File: config.mk
export PLATFORM = sky130hd
export DESIGN_NAME = sram_timing_mon
export DESIGN_NICKNAME = d
export VERILOG_FILES = /design/src/rtl/sram_mon_pkg.sv /design/src/rtl/mon_run_len.sv /design/src/rtl/mon_post_win.sv /design/src/rtl/sram_timing_mon.sv
export SDC_FILE = /design/constraint.sdc
export NUM_CORES = 1
export LEC_CHECK = 0
export BUFFER_PORTS_ARGS = -buffer_cell sky130_fd_sc_hd__buf_2
export CELL_PAD_IN_SITES_DETAIL_PLACEMENT = 0
export CELL_PAD_IN_SITES_GLOBAL_PLACEMENT = 1
export CORE_AREA = 4 4 111 82
export CTS_CLUSTER_SIZE = 40
export DETAILED_ROUTE_END_ITERATION = 16
export DIE_AREA = 0 0 115 86
export PLACE_DENSITY = 0.73
export SLEW_MARGIN = 25
export SYNTH_ARGS = -nofsm -noshare
export SYNTH_HDL_FRONTEND = slang
export SYNTH_HIERARCHICAL = 1
export SYNTH_SLANG_ARGS = --single-unit
File: constraint.sdc
create_clock -name clk -period 3.76 [get_ports clk]
set_input_delay 0.564 -clock clk [delete_from_list [all_inputs] [get_ports clk]]
set_output_delay 0.564 -clock clk [all_outputs]
set_load 0.03 [all_outputs]
File: src/rtl/sram_mon_pkg.sv
package sram_mon_pkg;
  localparam int NRULE      = 8;
  localparam int R_WPULSE   = 0;
  localparam int R_SELEND   = 1;
  localparam int R_LANEEND  = 2;
  localparam int R_ADDRMOV  = 3;
  localparam int R_RECOV    = 4;
  localparam int R_DSETUP   = 5;
  localparam int R_DHOLD    = 6;
  localparam int R_BUSFIGHT = 7;

  localparam int NRUN     = 4;
  localparam int RUN_WIN  = 0;
  localparam int RUN_SEL  = 1;
  localparam int RUN_LANE = 2;
  localparam int RUN_HOST = 3;
endpackage

File: src/rtl/mon_run_len.sv
// Length of the current (or most recent) run of a level, saturating.
module mon_run_len #(
  parameter int W = 4
) (
  input  logic         clk,
  input  logic         rst,
  input  logic         lvl,
  output logic         lvl_q,
  output logic [W-1:0] len
);
  localparam logic [W-1:0] LMAX = '1;

  always_ff @(posedge clk) begin
    if (rst) begin
      lvl_q <= 1'b0;
      len   <= '0;
    end else begin
      lvl_q <= lvl;
      if (lvl) begin
        if (!lvl_q)          len <= W'(1);
        else if (len != LMAX) len <= len + W'(1);
      end
    end
  end

  // a new run restarts the count at one
  p_run_restart_r2: assert property (@(posedge clk) disable iff (rst)
    (lvl && !lvl_q) |=> (len == W'(1)));
  // the length is frozen while the level is low
  p_run_hold_r2: assert property (@(posedge clk) disable iff (rst)
    !lvl |=> $stable(len));
endmodule

File: src/rtl/mon_post_win.sv
// Watches a condition for LEN samples starting at the start strobe.
module mon_post_win #(
  parameter int LEN = 0
) (
  input  logic clk,
  input  logic rst,
  input  logic start,
  input  logic bad,
  output logic hit
);
  localparam int RW = $clog2(LEN + 2);
  localparam logic [RW-1:0] RELOAD = RW'((LEN > 0) ? LEN - 1 : 0);

  logic [RW-1:0] rem;
  logic          active;

  always_comb begin
    active = start | (rem != '0);
    hit    = active & bad & (LEN != 0);
  end

  always_ff @(posedge clk) begin
    if (rst)                rem <= '0;
    else if (hit)           rem <= '0;
    else if (start)         rem <= RELOAD;
    else if (rem != '0)     rem <= rem - RW'(1);
  end

  // the countdown steps by one while no new start or hit occurs
  p_rem_count_r7: assert property (@(posedge clk) disable iff (rst)
    (rem != '0 && !start && !hit) |=> (rem == $past(rem) - RW'(1)));

  if (LEN == 0) begin : g_off
    // a zero-length window never reports
    p_rec_off_r5: assert property (@(posedge clk) disable iff (rst) !hit);
  end
endmodule

File: src/rtl/sram_timing_mon.sv
module sram_timing_mon
  import sram_mon_pkg::*;
#(
  parameter int ADDR_W = 19,
  parameter int CNT_W  = 16,
  parameter int T_WP   = 5,
  parameter int T_CW   = 9,
  parameter int T_BW   = 4,
  parameter int T_DS   = 4,
  parameter int T_DH   = 0,
  parameter int T_WR   = 0
) (
  input  logic              clk,
  input  logic              rst,
  input  logic              clr,
  input  logic              sel_a_n,
  input  logic              sel_b,
  input  logic              wstrobe_n,
  input  logic              ostrobe_n,
  input  logic [1:0]        lane_n,
  input  logic [ADDR_W-1:0] addr,
  input  logic              host_drv,
  output logic [NRULE-1:0]  viol,
  output logic              viol_pulse,
  output logic [CNT_W-1:0]  viol_cnt
);
  function automatic int imax2(int a, int b);
    return (a > b) ? a : b;
  endfunction

  localparam int TMAX  = imax2(imax2(T_WP, T_CW), imax2(T_BW, T_DS));
  localparam int RUN_W = $clog2(TMAX + 1) + 1;
  localparam logic [RUN_W-1:0] LIM_WP = RUN_W'(T_WP);
  localparam logic [RUN_W-1:0] LIM_CW = RUN_W'(T_CW);
  localparam logic [RUN_W-1:0] LIM_BW = RUN_W'(T_BW);
  localparam logic [RUN_W-1:0] LIM_DS = RUN_W'(T_DS);
  localparam logic [CNT_W-1:0] CNT_MAX = '1;

  logic sel, win, lane_on;
  logic [NRUN-1:0]  lv, lvq;
  logic [RUN_W-1:0] rl [NRUN];

  always_comb begin
    sel     = ~sel_a_n & sel_b;
    win     = sel & ~wstrobe_n;
    lane_on = ~(&lane_n);
    lv           = '0;
    lv[RUN_WIN]  = win;
    lv[RUN_SEL]  = sel;
    lv[RUN_LANE] = lane_on;
    lv[RUN_HOST] = host_drv;
  end

  for (genvar g = 0; g < NRUN; g++) begin : g_run
    mon_run_len #(.W(RUN_W)) u_run (
      .clk   (clk),
      .rst   (rst),
      .lvl   (lv[g]),
      .lvl_q (lvq[g]),
      .len   (rl[g])
    );
  end

  logic win_end;
  assign win_end = lvq[RUN_WIN] & ~win;

  logic [ADDR_W-1:0] addr_q;
  logic              addr_ok, addr_chg;

  always_ff @(posedge clk) begin
    if (rst) begin
      addr_q  <= '0;
      addr_ok <= 1'b0;
    end else begin
      addr_q  <= addr;
      addr_ok <= 1'b1;
    end
  end

  assign addr_chg = addr_ok & (addr != addr_q);

  logic hit_rec, hit_dh;

  mon_post_win #(.LEN(T_WR)) u_recov (
    .clk   (clk),
    .rst   (rst),
    .start (win_end),
    .bad   (addr_chg),
    .hit   (hit_rec)
  );

  mon_post_win #(.LEN(T_DH)) u_dhold (
    .clk   (clk),
    .rst   (rst),
    .start (win_end),
    .bad   (~host_drv),
    .hit   (hit_dh)
  );

  logic [NRULE-1:0] hit;

  always_comb begin
    hit             = '0;
    hit[R_WPULSE]   = win_end & (rl[RUN_WIN] < LIM_WP);
    hit[R_SELEND]   = win_end & (~lvq[RUN_SEL] | (rl[RUN_SEL] < LIM_CW));
    hit[R_LANEEND]  = win_end & (~lvq[RUN_LANE] | (rl[RUN_LANE] < LIM_BW));
    hit[R_DSETUP]   = win_end & (~lvq[RUN_HOST] | (rl[RUN_HOST] < LIM_DS));
    hit[R_ADDRMOV]  = ~wstrobe_n & addr_chg;
    hit[R_RECOV]    = hit_rec;
    hit[R_DHOLD]    = hit_dh;
    hit[R_BUSFIGHT] = host_drv & ~ostrobe_n & sel & wstrobe_n;
  end

  always_ff @(posedge clk) begin
    if (rst) begin
      viol       <= '0;
      viol_pulse <= 1'b0;
      viol_cnt   <= '0;
    end else begin
      viol_pulse <= |hit;
      if (clr) begin
        viol     <= '0;
        viol_cnt <= '0;
      end else begin
        viol <= viol | hit;
        if ((|hit) && (viol_cnt != CNT_MAX)) viol_cnt <= viol_cnt + CNT_W'(1);
      end
    end
  end

  p_sticky_r9: assert property (@(posedge clk) disable iff (rst)
    !clr |=> ((viol & $past(viol)) == $past(viol)));
  p_clear_r9: assert property (@(posedge clk) disable iff (rst)
    clr |=> (viol == '0 && viol_cnt == '0));
  p_cnt_sat_r10: assert property (@(posedge clk) disable iff (rst)
    (viol_cnt == CNT_MAX && !clr) |=> (viol_cnt == CNT_MAX));
  p_pulse_r11: assert property (@(posedge clk) disable iff (rst)
    viol_pulse |-> (viol != '0 || $past(clr)));
  p_bus_r8: assert property (@(posedge clk) disable iff (rst)
    (host_drv && !ostrobe_n && !sel_a_n && sel_b && wstrobe_n && !clr) |=> viol[R_BUSFIGHT]);
  p_addr_r4: assert property (@(posedge clk) disable iff (rst)
    (!wstrobe_n && addr_chg && !clr) |=> viol[R_ADDRMOV]);
  p_wp_r1: assert property (@(posedge clk) disable iff (rst)
    (win_end && rl[RUN_WIN] < LIM_WP && !clr) |=> viol[R_WPULSE]);
endmodule

==> impl_metrics.toml <==
[outcome]
status = "completed"

[clock_tree]
htree_levels = 3
clock_latency_ns = 0.33
cts_inserted_buffers = 9
cts_setup_buffers = 0
cts_resized = 0
cts_root_buffer = "clkbuf_16"
ctsLongestPathBuffers = 2
numClockSinks = 69
clk_pin_slew_ns = 0.06
tritoncts = "yes"
ctsHoldBuffers = 0

[placement]
port_buffers = 53
placed_cell_area_sq_mm = 0.00345
hpwlAfterDp_um = 4600
gp_congestion = 0.796

[drt]
routed_via_density = 4.98
first_pass_iters = 4
ant_nets = 0
route.detailed.drc = 0
wirelength_um = 6510
vias = 2471
dr.first_iter.drc_count = 80
wl_per_cell_um = 13.1

[synth]
synth.net_count = 372
yosysWarnings = 6
syn_area_sq_mm = 0.00313
avgSynthCellArea_sq_um = 9.37
syn-instance-count = 334

[critical_path]
crit_required_ns = 3.97
worstSetupPathType = "reg -> reg"
cp_slowest_cell = "a21oi_4"
cp_top_family = "compound AO/OA/AOI/OAI gates"
crit_path_cell_trace = "o31a_1, o21ai_1, o41ai_1, and3_1, a21oi_4, a31oi_1, a41o_1"
r2r_start = "g_run[1].u_run/len[2]$_SDFFE_PP0P_"
crit_start = "g_run[1].u_run/len[2]$_SDFFE_PP0P_"
cp.arrival_ns = 2.36
worstRegToRegCells = 7
max_stage_delay_ns = 0.39
critical_path_depth = 7
cp-end-kind = "register"
cp_max_fo = 12
critical_path_buf_inv_count = 0
start_kind = "register"

[power]
p_per_area_mw_per_mm2 = 487
p_leak_nw = 1.58
power_frac_comb_pct = 6.1
p_int_w = 0.00145
sw_frac_of_total_pct = 21.4
peakVddDrop_mv = 0.211
power_frac_seq_pct = 41.5
power_frac_clock_pct = 52.5
switching_power_w = 0.000396

[floorplan]
initial_core_util_pct = 38.5
fp.dieW_um = 115
die_y_um = 86
rows = 28
die_area_sq_mm = 0.00989
fp.coreArea_sq_mm = 0.00813
num_io_pins = 54

[timing]
fin_crit_sh_pct = 57.1
rsz0062_at_grt = "false"
drv_slew = 0
post-route-min-period_ns = 2.15
worst_slew_pin_slew_ns = 0.536
timing.fmax_ghz = 0.466
max_slew_margin_pct = 64.2
report.final.hold_viol_count = 0
finalSetupViolCount = 0
skew_ns = 0.00696
setup-tns-final_ns = 0

[flow_run]
cap_violations = 0

[min_path]
hold-path-cell-count = 2
hold_path.class = "reg -> reg"
hp-start = "viol[3]$_SDFF_PP0_"

[grt]
antenna_found_initial = 0
grt_max_degree = 49
grt_overflow = 0
grt_pass1_vias = 2273
grt_pass1_wl_um = 10800
track_usage_pct = 13.7

[layout]
nFillCells = 800
synthToLayoutAreaGrowth_pct = 21.4
num_antenna_cells = 0
post-route-cell-area_sq_mm = 0.00380
layout.nets = 424
drive_above_1_share_pct = 21.5
-- routing by layer --
metal,global-route usage [%],routed length [um]
met5,0,0
met2,19.1,2720
met4,4.16,36
met3,4.80,336
met1,19.7,3420
-- cells in the final DEF, fill, tap and decap left out, types with 3 or more instances in the layout --
| cell type | n |
|---|---|
| or3_1 | 5 |
| nand4b_1 | 5 |
| nand3b_1 | 4 |
| bufinv_16 | 3 |
| dfxtp_1 | 69 |
| a211oi_1 | 10 |
| xnor2_1 | 24 |
| nor2_1 | 36 |
| nor2b_1 | 27 |
| and3b_1 | 4 |
| a41o_1 | 3 |
| nand2b_1 | 13 |
| nand3_1 | 13 |
| inv_1 | 7 |
| buf_2 | 53 |
| nand2_1 | 14 |
| and3_1 | 9 |
| clkbuf_16 | 9 |
| a21oi_1 | 9 |
| ha_1 | 9 |
| a31oi_1 | 11 |
| and3_4 | 3 |
| a21bo_2 | 4 |
| a22oi_1 | 8 |
| xor2_1 | 3 |
| clkinv_4 | 3 |
| nand4_1 | 7 |
-- power by group through the flow --
stage	registers, W	clock network [W]	logic (W)
finish	0.000768	0.000970	0.000112
global placement	0.000783	0	0.000112
floorplan	0.000788	0	0.0000686
detailed placement	0.000783	0	0.000113
global route	0.000770	0.00102	0.000126
CTS	0.000768	0.000994	0.000114
-- worst paths after layout --
check	to	slack (ns)
worst max-delay path	viol_cnt[11]$_SDFFE_PP0P_	1.61
worst min-delay path	viol[3]$_SDFF_PP0_	0.46
worst max register to register	viol_cnt[11]$_SDFFE_PP0P_	1.61
worst min register to register	viol[3]$_SDFF_PP0_	0.46
-- flip-flops by register name, summed over array words and instances (netlist names) --
name / flops
g_run.u_run/lvl_q: 4
viol_pulse: 1
viol_cnt: 16
g_run.u_run/len: 20
viol: 8
addr_q: 19
addr_ok: 1
-- worst min-delay path, cell delays in order, from the launching register on --
cell and delay (ns):
dfxtp_1 0.32, inv_1 0.05, a21oi_1 0.05
-- cell type report --
cell class	instances	area [sq um]	area share, %
multi-input combinational	245	1640	43.1
inverter	7	26.3	0.691
sequential	69	1380	36.4
clock inverter	7	124	3.26
clock buffer	9	225	5.93
tap	105	131	3.46
timing repair buffer	54	273	7.18
-- per-stage QoR --
step                instances  power [W]  util, %  worst slack (ns)  hold WS [ns]
finish                    496    0.00185     46.8              1.61         0.462
global route              496    0.00192     46.8              1.44         0.470
CTS                       496    0.00188     46.8              1.62         0.462
detailed placement        480   0.000896     42.5              1.40         0.454
global placement          480   0.000895     42.5              1.45         0.451
floorplan                 334   0.000857        -              1.75         0.461
Note: power is estimated with default switching activity, not from simulation.
